### config.mk
export PLATFORM = sky130hd
export DESIGN_NAME = sbusCore
export DESIGN_NICKNAME = d
export VERILOG_FILES = /design/src/rtl/sbusPkg.sv /design/src/rtl/sbusDatapath.sv /design/src/rtl/sbusControl.sv /design/src/rtl/sbusCore.sv
export SDC_FILE = /design/constraint.sdc
export NUM_CORES = 1
export LEC_CHECK = 0
export BUFFER_PORTS_ARGS = -buffer_cell sky130_fd_sc_hd__buf_2
export CORE_MARGIN = 1.5
export CORE_UTILIZATION = 45
export CTS_CLUSTER_DIAMETER = 200
export DETAILED_ROUTE_END_ITERATION = 10
export GPL_ROUTABILITY_DRIVEN = 0
export HOLD_SLACK_MARGIN = 0.15
export SLEW_MARGIN = 20
export SYNTH_ARGS = -nofsm -noshare
export SYNTH_HDL_FRONTEND = slang
export SYNTH_HIERARCHICAL = 1
export SYNTH_SLANG_ARGS = --single-unit
### constraint.sdc
create_clock -name clk -period 5.3 [get_ports clk]
set_input_delay 0.795 -clock clk [delete_from_list [all_inputs] [get_ports clk]]
set_output_delay 0.795 -clock clk [all_outputs]
set_load 0.01 [all_outputs]
### src/rtl/sbusPkg.sv
package sbusPkg;
  localparam int DATA_W   = 16;
  localparam int ADDR_W   = 8;
  localparam int NREG     = 4;
  localparam int KIND_W   = 6;
  localparam int SEL_W    = $clog2(NREG);
  localparam int OP_W     = KIND_W + SEL_W;
  localparam int FIELD_W  = DATA_W - OP_W;
  localparam int STEP_W   = 3;

  // bus source indices
  localparam int SRC_PC   = 0;
  localparam int SRC_Z    = 1;
  localparam int SRC_MDR  = 2;
  localparam int SRC_IR   = 3;
  localparam int SRC_REG0 = 4;
  localparam int NSRC     = SRC_REG0 + NREG;

  localparam logic [KIND_W-1:0] K_NOP   = 6'd0;
  localparam logic [KIND_W-1:0] K_ADD   = 6'd1;
  localparam logic [KIND_W-1:0] K_BR    = 6'd2;
  localparam logic [KIND_W-1:0] K_BRC   = 6'd3;
  localparam logic [KIND_W-1:0] K_STORE = 6'd4;
  localparam logic [KIND_W-1:0] K_HALT  = 6'd63;

  typedef struct packed {
    logic [NSRC-1:0] outEn;
    logic            pcIn;
    logic            marIn;
    logic            mdrIn;
    logic            irIn;
    logic            yIn;
    logic            zIn;
    logic [NREG-1:0] regIn;
    logic            clearY;
    logic            carryIn;
    logic            read;
    logic            write;
    logic            wmfc;
    logic            endStep;
  } ctlStrobes_t;
endpackage

### src/rtl/sbusDatapath.sv
module sbusDatapath
  import sbusPkg::*;
(
  input  logic              clk,
  input  logic              rstN,
  input  ctlStrobes_t       strb,
  input  logic              memDone,
  input  logic [DATA_W-1:0] memRdata,
  output logic [ADDR_W-1:0] memAddr,
  output logic [DATA_W-1:0] memWdata,
  output logic              memRead,
  output logic              memWrite,
  output logic [OP_W-1:0]   irOp
);
  logic [DATA_W-1:0] pc, mdr, ir, y, z, bus, aluSum, aluA;
  logic [ADDR_W-1:0] mar;
  logic [DATA_W-1:0] rf [NREG];
  logic [DATA_W-1:0] srcVal [NSRC];
  logic              memBusy, busyRd;

  assign srcVal[SRC_PC]  = pc;
  assign srcVal[SRC_Z]   = z;
  assign srcVal[SRC_MDR] = mdr;
  assign srcVal[SRC_IR]  = {{(DATA_W-FIELD_W){ir[FIELD_W-1]}}, ir[FIELD_W-1:0]};

  generate
    for (genvar g = 0; g < NREG; g++) begin : g_reg
      assign srcVal[SRC_REG0+g] = rf[g];
      always_ff @(posedge clk) begin
        if (!rstN)              rf[g] <= '0;
        else if (strb.regIn[g]) rf[g] <= bus;
      end
    end
  endgenerate

  // shared bus: AND-OR of the enabled source
  always_comb begin
    bus = '0;
    for (int i = 0; i < NSRC; i++)
      if (strb.outEn[i]) bus = bus | srcVal[i];
  end

  assign aluA   = strb.clearY ? '0 : y;
  assign aluSum = aluA + bus + {{(DATA_W-1){1'b0}}, strb.carryIn};

  always_ff @(posedge clk) begin
    if (!rstN) begin
      pc <= '0; mar <= '0; mdr <= '0; ir <= '0; y <= '0; z <= '0;
      memRead <= 1'b0; memWrite <= 1'b0; memBusy <= 1'b0; busyRd <= 1'b0;
    end else begin
      if (strb.pcIn)  pc  <= bus;
      if (strb.marIn) mar <= bus[ADDR_W-1:0];
      if (strb.irIn)  ir  <= bus;
      if (strb.yIn)   y   <= bus;
      if (strb.zIn)   z   <= aluSum;
      if (memDone && busyRd) mdr <= memRdata;
      else if (strb.mdrIn)   mdr <= bus;
      // requests leave one cycle after the strobe, once MAR/MDR are loaded
      memRead  <= strb.read;
      memWrite <= strb.write;
      if (memRead || memWrite) memBusy <= 1'b1;
      else if (memDone)        memBusy <= 1'b0;
      if (memRead)       busyRd <= 1'b1;
      else if (memWrite) busyRd <= 1'b0;
    end
  end

  assign memAddr  = mar;
  assign memWdata = mdr;
  assign irOp     = ir[DATA_W-1:FIELD_W];

  p_one_source_r8: assert property (@(posedge clk) disable iff (!rstN)
    $onehot0(strb.outEn));
  p_done_when_busy_r7: assert property (@(posedge clk) disable iff (!rstN)
    memDone |-> memBusy);
  p_req_pulse_r7: assert property (@(posedge clk) disable iff (!rstN)
    (memRead || memWrite) |=> !(memRead || memWrite));
  p_mdr_capture_r7: assert property (@(posedge clk) disable iff (!rstN)
    (memDone && busyRd) |=> (mdr == $past(memRdata)));
endmodule

### src/rtl/sbusControl.sv
module sbusControl
  import sbusPkg::*;
(
  input  logic            clk,
  input  logic            rstN,
  input  logic [OP_W-1:0] irOp,
  input  logic            memDone,
  input  logic            brCond,
  output ctlStrobes_t     strb,
  output logic            halted
);
  localparam logic [STEP_W-1:0] T1 = 3'd1, T2 = 3'd2, T3 = 3'd3, T4 = 3'd4,
                                T5 = 3'd5, T6 = 3'd6, T7 = 3'd7;

  logic [STEP_W-1:0] step;
  logic [KIND_W-1:0] kind;
  logic [SEL_W-1:0]  rsel;
  logic              stall, isJump;

  assign kind   = irOp[OP_W-1:SEL_W];
  assign rsel   = irOp[SEL_W-1:0];
  assign isJump = (kind == K_BR) || (kind == K_BRC);
  assign halted = (step == T4) && (kind == K_HALT);
  assign stall  = strb.wmfc && !memDone;

  always_comb begin
    strb = '0;
    unique case (step)
      T1: begin
        strb.outEn[SRC_PC] = 1'b1; strb.marIn = 1'b1; strb.read = 1'b1;
        strb.clearY = 1'b1; strb.carryIn = 1'b1; strb.zIn = 1'b1;
      end
      T2: begin strb.outEn[SRC_Z] = 1'b1; strb.pcIn = 1'b1; strb.wmfc = 1'b1; end
      T3: begin strb.outEn[SRC_MDR] = 1'b1; strb.irIn = 1'b1; end
      T4: begin
        if (kind == K_ADD) begin
          strb.outEn[SRC_IR] = 1'b1; strb.marIn = 1'b1; strb.read = 1'b1;
        end else if (kind == K_STORE) begin
          strb.outEn[SRC_IR] = 1'b1; strb.marIn = 1'b1;
        end else if (kind == K_BR || (kind == K_BRC && brCond)) begin
          strb.outEn[SRC_PC] = 1'b1; strb.yIn = 1'b1;
        end else if (kind != K_HALT) begin
          strb.endStep = 1'b1;
        end
      end
      T5: begin
        if (kind == K_ADD) begin
          strb.outEn[SRC_REG0+int'(rsel)] = 1'b1; strb.yIn = 1'b1; strb.wmfc = 1'b1;
        end else if (kind == K_STORE) begin
          strb.outEn[SRC_REG0+int'(rsel)] = 1'b1; strb.mdrIn = 1'b1; strb.write = 1'b1;
        end else if (isJump) begin
          strb.outEn[SRC_IR] = 1'b1; strb.zIn = 1'b1;
        end else strb.endStep = 1'b1;
      end
      T6: begin
        if (kind == K_ADD) begin
          strb.outEn[SRC_MDR] = 1'b1; strb.zIn = 1'b1;
        end else if (kind == K_STORE) begin
          strb.wmfc = 1'b1; strb.endStep = 1'b1;
        end else if (isJump) begin
          strb.outEn[SRC_Z] = 1'b1; strb.pcIn = 1'b1; strb.endStep = 1'b1;
        end else strb.endStep = 1'b1;
      end
      T7: begin
        strb.outEn[SRC_Z] = 1'b1; strb.regIn[rsel] = 1'b1; strb.endStep = 1'b1;
      end
      default: strb.endStep = 1'b1;
    endcase
  end

  always_ff @(posedge clk) begin
    if (!rstN)             step <= T1;
    else if (stall)        step <= step;
    else if (strb.endStep) step <= T1;
    else if (halted)       step <= step;
    else                   step <= step + 3'd1;
  end

  p_stall_hold_r7: assert property (@(posedge clk) disable iff (!rstN)
    stall |=> $stable(step));
  p_end_to_fetch_r2: assert property (@(posedge clk) disable iff (!rstN)
    (strb.endStep && !stall) |=> (step == T1));
  p_halt_sticky_r9: assert property (@(posedge clk) disable iff (!rstN)
    halted |=> halted);
  p_halt_quiet_r9: assert property (@(posedge clk) disable iff (!rstN)
    halted |-> !(strb.read || strb.write));
endmodule

### src/rtl/sbusCore.sv
module sbusCore
  import sbusPkg::*;
(
  input  logic              clk,
  input  logic              rstN,
  output logic [ADDR_W-1:0] memAddr,
  output logic [DATA_W-1:0] memWdata,
  output logic              memRead,
  output logic              memWrite,
  input  logic [DATA_W-1:0] memRdata,
  input  logic              memDone,
  input  logic              brCond,
  output logic              halted
);
  ctlStrobes_t     strb;
  logic [OP_W-1:0] irOp;

  sbusControl u_ctl (
    .clk(clk), .rstN(rstN), .irOp(irOp), .memDone(memDone),
    .brCond(brCond), .strb(strb), .halted(halted)
  );

  sbusDatapath u_dp (
    .clk(clk), .rstN(rstN), .strb(strb), .memDone(memDone),
    .memRdata(memRdata), .memAddr(memAddr), .memWdata(memWdata),
    .memRead(memRead), .memWrite(memWrite), .irOp(irOp)
  );
endmodule

== Word-level counts from Yosys, hierarchy flattened ==
Memory sizes are Yosys's and may differ from the RTL's.
Index checks and enable logic that the tools add are counted.
Widths: inputs -> output; s select.

* Flip-flop bits (word level): 94
* Memory bits (writable): 64
* Input port bits: 20
* Output and inout bits: 27
* Logic and storage cells: 133
* Memories: 1

* Add/sub/neg operators: 4
* $lt $le $gt $ge: 4
* Eq/ne operators: 14
* Muxes and demuxes: 74
* Bitwise logic cells: 12
* Reductions and logical operators: 14

{| class="wikitable"
|+ Memories
! name !! depth !! bits a word !! read ports !! clocked after memory_dff !! write ports !! line !! RTL
|-
| u_dp.rf || 4 || 16 || 4 || 0 || 4 || sbusDatapath.sv:17 || <nowiki>logic [DATA_W-1:0] rf [NREG];</nowiki>
|}

{| class="wikitable"
|+ Operators by type and width
! cell !! count
|-
| $mux 16 || 15
|-
| $or 16x16->16 || 7
|-
| $mux 1 || 37
|-
| $ge 32x1->1 const B || 1
|-
| $lt 32x5->1 const B || 1
|-
| $add 16x1->16 || 1
|-
| $add 16x16->16 || 1
|-
| $pmux 1 s3 || 5
|-
| $eq 3x3->1 const B || 4
|-
| $eq 6x2->1 const B || 2
|-
| $mux 4 || 3
|-
| $pmux 1 s2 || 5
|-
| $mux 3 || 3
|-
| $mux 8 || 1
|-
| $eq 3x2->1 const B || 2
|-
| $eq 6x1->1 const B || 1
|-
| $eq 6x3->1 const B || 1
|-
| $eq 6x6->1 const B || 1
|-
| $logic_and 1x1->1 || 6
|-
| $ne 6x6->1 const B || 1
|-
| $add 3x2->4 const A || 1
|-
| $mux 2 || 2
|-
| $or 1x1->1 || 4
|-
| $pmux 1 s4 || 1
|-
| 14 further kinds || 16
|}

== Logic depth before layout (Yosys ltp) ==
Gate-level depths: netlist of run 1.

* Word-level depth: 25
* Depth in mapped cells: 19
* Depth with buffers taken out: 15

== Hierarchy ==
The synthesis of run 1 kept the hierarchy.

{| class="wikitable"
|+ Modules (own cells, without submodules)
! module !! instances !! cells each !! area an instance (um^2) !! seq. area each (um^2)
|-
| sbusDatapath || 1 || 750 || 7435.9 || 3743.6
|-
| sbusControl || 1 || 94 || 693.2 || 60.1
|}

== Least setup slack after synthesis of run 1 ==
No wires, ideal clock.

* Path kind: reg-to-reg
* Start point: register u_ctl.step[2]
* End point: register u_dp.z[12]
* Library setup time: 0.143 ns
* Data arrival time: 4.124 ns
* Required time: 5.157 ns
* Setup slack: 1.033 ns
* Stages on the path, launching flop included: 19
* Path buffers: 4
* Period minus slack after synthesis: 4.267 ns
* Cell sequence: dfxtp_1 > clkbuf_1 > inv_1 > ha_1 > o211ai_1 > o21ai_0 > clkbuf_1 > buf_2 > a22oi_1 > and4_1 > clkbuf_1 > inv_1 > fa_1 > fa_1 > a21o_1 > a311o_1 > a31oi_1 > or3_1 > a41oi_1

{| class="wikitable"
|+ RTL lines
! item !! line !! RTL
|-
| from (decl) || sbusControl.sv:15 || <nowiki>logic [STEP_W-1:0] step;</nowiki>
|-
| from (signal assigned) || sbusControl.sv:73 || <nowiki>else if (stall) step <= step;</nowiki>
|-
| from (signal assigned) || sbusControl.sv:75 || <nowiki>else if (halted) step <= step;</nowiki>
|-
| from (signal assigned) || sbusControl.sv:76 || <nowiki>else step <= step + 3'd1;</nowiki>
|-
| to (signal assigned) || sbusDatapath.sv:55 || <nowiki>if (strb.zIn) z <= aluSum;</nowiki>
|-
| to (decl) || sbusDatapath.sv:15 || <nowiki>logic [DATA_W-1:0] pc, mdr, ir, y, z, bus, aluSum, aluA;</nowiki>
|}

==> flow_summary.ini, run 1 <==
[status]
status = complete, no violations

[clocking]
cts-root-buf = clkbuf_16
cts.repair.resized = 0
ctsHtreeMaxLevel = 4
cts_tree = built
hold_buffers = 0
cts_sinks = 158
clk_pin_slew_ns = 0.06
insertion_delay_ns = 0.42
clockBufferDepth = 2
cts_buffers = 17
post-cts-setup-buffer-count = 0

[setup_path]
end_kind = flip-flop
slowest_delay_ns = 0.62
regToRegStartpoint = u_dp/ir[11]$_SDFFE_PN0P_
crit_required_ns = 5.61
r2r_slack_ns = 0.76
cp_slowest_cell = nor3b_2
worst_ep_arrival_time_ns = 4.85
start_kind = flip-flop
path_cells = or4_4 > a21oi_2 > nand3_1 > nor3b_2 > buf_4 > a22o_1 > a221oi_1 > and4_1 > inv_1 > ha_1 > a21oi_1 > o21ai_0 > a31o_1 > a211o_1 > a32o_1
worstPathMaxFanout = 9
path_delay_family = simple AND/OR/NAND/NOR gates
path_buf_inv = 2
worstSetupPathType = flip-flop to flip-flop
critPathLaunch = u_dp/ir[11]$_SDFFE_PN0P_

[final_layout]
final_util_pct = 51.2
stdcell_area_um2 = 8950
fillers = 1581
final_cells = 1074
diodes = 0
finish.net_count = 878
drive_gt1_share_pct = 14.3
syn_to_final_growth_pct = 10.4

[global_route]
antenna_found_initial = 0
grt_pass1_wl_um = 34000
grt_pass1_vias = 6054
grt_overflow = 0
grt_use_total_pct = 23.9
grt_max_degree = 89

[logic_synthesis]
syn_nets = 882
yosysWarnings = 6
synth_area_um2 = 8110
netlist_instances = 840
avgSynthCellArea_um2 = 9.65

[placement]
placed_area_um2 = 8360
dp.cells = 1042
io_buffers = 46
dp_hpwl_um = 15100

[sta]
finClkSkew_ns = 0.0113
finalCritPeriodShare_pct = 85.7
slew_viol_final = 0
max-slew-margin-rel_pct = 27.7
post-route-min-period_ns = 4.54
hold_viol = 0
finalSetupTns_ns = 0
tightest_slew_ns = 1.09
timing.fmax_ghz = 0.220
rsz0062_at_grt = false
worst_hold_slack_ns = 0.467
setup_viol = 0

[floorplan]
design.portCount = 47
core-area_um2 = 17500
num_rows = 48
die_w_um = 137
start_util_pct = 46.4
dieArea_um2 = 18800
die_y_um = 137

[flow_run]
maxCapViolations = 0

[routing]
detail-route-antenna-nets = 0
via_count = 6464
viasPerCell = 6.02
wl_per_cell_um = 20.1
drcViolationCount = 0
drt_first_pass_iters = 6
first_iter_violations = 664
wl_um = 21600

[worst_hold_path]
hold_class = flip-flop to flip-flop
min-delay-start = u_dp/memRead$_SDFF_PN0_

[power]
peakVddDrop_uv = 233
p_leak_nw = 3.90
power_density_nw_per_um2 = 428
[cells in the final DEF (no fill, tap or decap), drive strengths merged, types with 13 or more instances in the layout]
master and n:
a211o 13, edfxtp 64, nand2 106, ha 20, dfxtp 94, and4 17, a22oi 41, o211a 58
inv 26, nor2b 35, buf 73, o21ai 15, clkbuf 20, nor2 89, a21oi 24
[final cells by class]
| cell class | count | area, µm² | area share (%) |
|---|---|---|---|
| Inverter | 23 | 86.3 | 0.965 |
| Timing Repair Buffer | 73 | 435 | 4.87 |
| Multi-Input combinational cell | 563 | 3750 | 42.0 |
| Tap cell | 225 | 282 | 3.15 |
| Sequential cell | 158 | 3800 | 42.5 |
| Clock inverter | 12 | 106 | 1.19 |
| Clock buffer | 20 | 478 | 5.34 |
[worst reg2reg max path: stages, from the launching register on]
cell and delay [ns]:
dfxtp_1 0.36, or4_4 0.59, a21oi_2 0.22, nand3_1 0.23, nor3b_2 0.62, buf_4 0.29, a22o_1 0.15, a221oi_1 0.04
and4_1 0.29, inv_1 0.09, ha_1 0.29, a21oi_1 0.28, o21ai_0 0.19, a31o_1 0.28, a211o_1 0.27, a32o_1 0.25
[report_power, final]
part	switching, mW	internal, mW	leakage (nW)
sequential	0.123	1.43	1.43
clock	0.500	0.701	0.287
combinational	0.697	0.383	2.19
[per-stage QoR]
| stage | setup slack [ns] | power, mW |
|---|---|---|
| after floorplan | 1.05 | 2.35 |
| after global placement | 0.970 | 2.61 |
| after detailed placement | 0.834 | 2.65 |
| after CTS | 0.804 | 3.85 |
| after global routing | 0.465 | 4.03 |
| final | 0.756 | 3.83 |
[layer usage]
metal,GRT usage [%],part of all wire (%)
met1,33.8,46
met2,37.2,44
met3,3.79,7.3
met4,8.65,2.5
met5,0,0
[worst paths after layout]
| check | cells after the start | endpoint |
|---|---|---|
| worst min-delay path | 1 | u_dp/busyRd$_SDFFE_PN0P_ |
| worst min register to register | 1 | u_dp/busyRd$_SDFFE_PN0P_ |
| worst max register to register | 15 | u_dp/z[15]$_SDFFE_PN0P_ |
| worst max-delay path | 15 | u_dp/z[15]$_SDFFE_PN0P_ |
[sequential cells by signal (all words and copies together) (netlist names)]
register and flops:
u_ctl/step 3, u_dp/busyRd 1, u_dp/ir 16, u_dp/memAddr 8
u_dp/memRead 1, u_dp/memWdata 16, u_dp/memWrite 1, u_dp/pc 16
u_dp/rf 64, u_dp/y 16, u_dp/z 16
(Power assumes the default switching activity.)
==> run 2, diff against run 1 <==
==> constraint.sdc (replaced) <==
create_clock -name clk -period 5.7 [get_ports clk]
set_input_delay 0.855 -clock clk [delete_from_list [all_inputs] [get_ports clk]]
set_output_delay 0.855 -clock clk [all_outputs]
set_load 0.01 [all_outputs]
==> run 2 against run 1 <==
Compared with the run above: clock power down 3%; design area down 0.28%; clock-buffer cell count down 1; worst setup slack better by 0.28 ns; clock skew down 0.0022 ns; sequential power down 7%; final cell count down 0.47%; global-route usage up 0.11 points; critical path type unchanged.
==> flow_summary.ini, run 2 (synthesis results as in run 1) <==
[status]
status = complete, no violations

[placement]
pre_cts_slack_ns = 1.09
io_buffers = 46
dp_hpwl_um = 15100
dp.cells = 1037

[floorplan]
core-area_um2 = 17500
die_w_um = 137
start_util_pct = 46.4
design.portCount = 47
dieArea_um2 = 18800
num_rows = 48
die_y_um = 137

[final_layout]
drive_gt1_share_pct = 13.7
layout_common_cells = nand2_1 (106), dfxtp_1 (94), nor2_1 (88)
largest_reg_flops = 64
largest-register = u_dp/rf
syn_to_final_growth_pct = 10.0
diodes = 0
final_cells = 1069
fillers = 1603
layout_commonest_cell = nand2_1
finish.net_count = 873

[routing]
wl_um = 21900
wl_per_cell_um = 20.5
detail-route-antenna-nets = 0
via_count = 6466
first_iter_violations = 661
drt_first_pass_iters = 6
viasPerCell = 6.05
drcViolationCount = 0

[sta]
max-slew-margin-rel_pct = 35.8
rsz0062_at_grt = false
finClkSkew_ns = 0.00909
setup_viol = 0
setup_ws_ns = 1.04
timing.fmax_ghz = 0.214
tightest_slew_ns = 0.963
hold_viol = 0
post-route-min-period_ns = 4.66
finalSetupTns_ns = 0
finalCritPeriodShare_pct = 81.8
slew_viol_final = 0

[power]
clockPowerShare_pct = 32.4
p_sw_share_pct = 34.3
p_leak_nw = 3.88
p_seq_share_pct = 40.0
internal_power_mw = 2.36
total_power_mw = 3.60
power_frac_comb_pct = 27.6
net-switching-power_mw = 1.24
power_density_nw_per_um2 = 404
peakVddDrop_uv = 222

[clocking]
cts-root-buf = clkbuf_16
insertion_delay_ns = 0.42
hold_buffers = 0
ctsHtreeMaxLevel = 4
cts_buffers = 17
cts_tree = built
post-cts-setup-buffer-count = 0
cts_sinks = 158
clockBufferDepth = 2
clk_pin_slew_ns = 0.06
cts.repair.resized = 0

[setup_path]
slowest_delay_ns = 0.49
cp_slowest_cell = or2_2
cp_common_cell = o21ai_0
end_kind = flip-flop
path_cells = or3_1 > o21ai_0 > and2_1 > buf_4 > or2_2 > a22o_1 > a221oi_1 > and4_1 > inv_1 > ha_1 > a21oi_1 > o21ai_0 > a31o_1 > a211o_1 > a32o_1
start_kind = flip-flop
worstPathMaxFanout = 33
worst_ep_arrival_time_ns = 4.98
worstSetupPathType = flip-flop to flip-flop
crit_required_ns = 6.02
r2r_slack_ns = 1.04

[global_route]
antenna_found_initial = 0
grt_pass1_wl_um = 33900
grt_overflow = 0
grt_pass1_vias = 6138
grt_max_degree = 77
grt_use_total_pct = 24.0

[flow_run]
maxCapViolations = 0

[worst_hold_path]
hold_class = flip-flop to flip-flop
## run 2: cell types whose count changed in the layout (fill, tap and decap cells not counted), sizes merged
cell,before,now
buf,73,68
bufinv,1,3
clkinv,7,5
clkbuf,20,19
clkinvlp,1,2
## run 2: worst max-delay path, delay by kind of cell, from the launching register on
| family | cells | cell delay [ns] |
|---|---|---|
| adder cells (fa/ha/maj) | 1 | 0.36 |
| AO/OA/AOI/OAI | 8 | 2.02 |
| AND/OR/NAND/NOR | 4 | 1.48 |
| buffers and inverters | 2 | 0.32 |
| flip-flops | 1 | 0.37 |
## run 2: layout make-up
| type | instances | area, µm² | area share [%] |
|---|---|---|---|
| timing repair buffer | 68 | 398 | 4.46 |
| tap | 225 | 282 | 3.16 |
| inverter | 23 | 86.3 | 0.968 |
| sequential | 158 | 3800 | 42.6 |
| clock inverter | 13 | 164 | 1.84 |
| clock buffer | 19 | 433 | 4.85 |
| multi-input combinational | 563 | 3750 | 42.1 |
## run 2: stage by stage
stage / instance area (µm²) / hold slack (ns) / util, %
2_1_floorplan: 8110 / 0.425 / -
3_3_place_gp: 8320 / 0.446 / 47.6
6_report: 8920 / 0.471 / 51.0
4_1_cts: 8920 / 0.468 / 51.0
3_5_place_dp: 8320 / 0.445 / 47.6
5_1_grt: 8920 / 0.492 / 51.0
## run 2: final timing paths
kind | end | cells after the start | startpoint
setup / recovery | u_dp/z[15]$_SDFFE_PN0P_ | 15 | u_dp/ir[13]$_SDFFE_PN0P_
hold / removal | u_dp/y[12]$_SDFFE_PN0P_ | 1 | u_dp/y[12]$_SDFFE_PN0P_
setup reg to reg | u_dp/z[15]$_SDFFE_PN0P_ | 15 | u_dp/ir[13]$_SDFFE_PN0P_
hold reg to reg | u_dp/y[12]$_SDFFE_PN0P_ | 1 | u_dp/y[12]$_SDFFE_PN0P_
## run 2: power by group through the flow
| stage | clock, mW | sequential (mW) | combinational, mW |
|---|---|---|---|
| detailed placement | 0 | 1.46 | 0.984 |
| global route | 1.23 | 1.46 | 1.08 |
| finish | 1.16 | 1.44 | 0.994 |
| CTS | 1.18 | 1.44 | 0.988 |
| floorplan | 0 | 1.42 | 0.759 |
| global placement | 0 | 1.46 | 0.970 |
## run 2: per-layer routing
metal / wire, µm / track usage (%)
met4: 550 / 8.19
met3: 1570 / 5.96
met1: 10100 / 33.1
met5: 0 / 0
met2: 9720 / 37.0
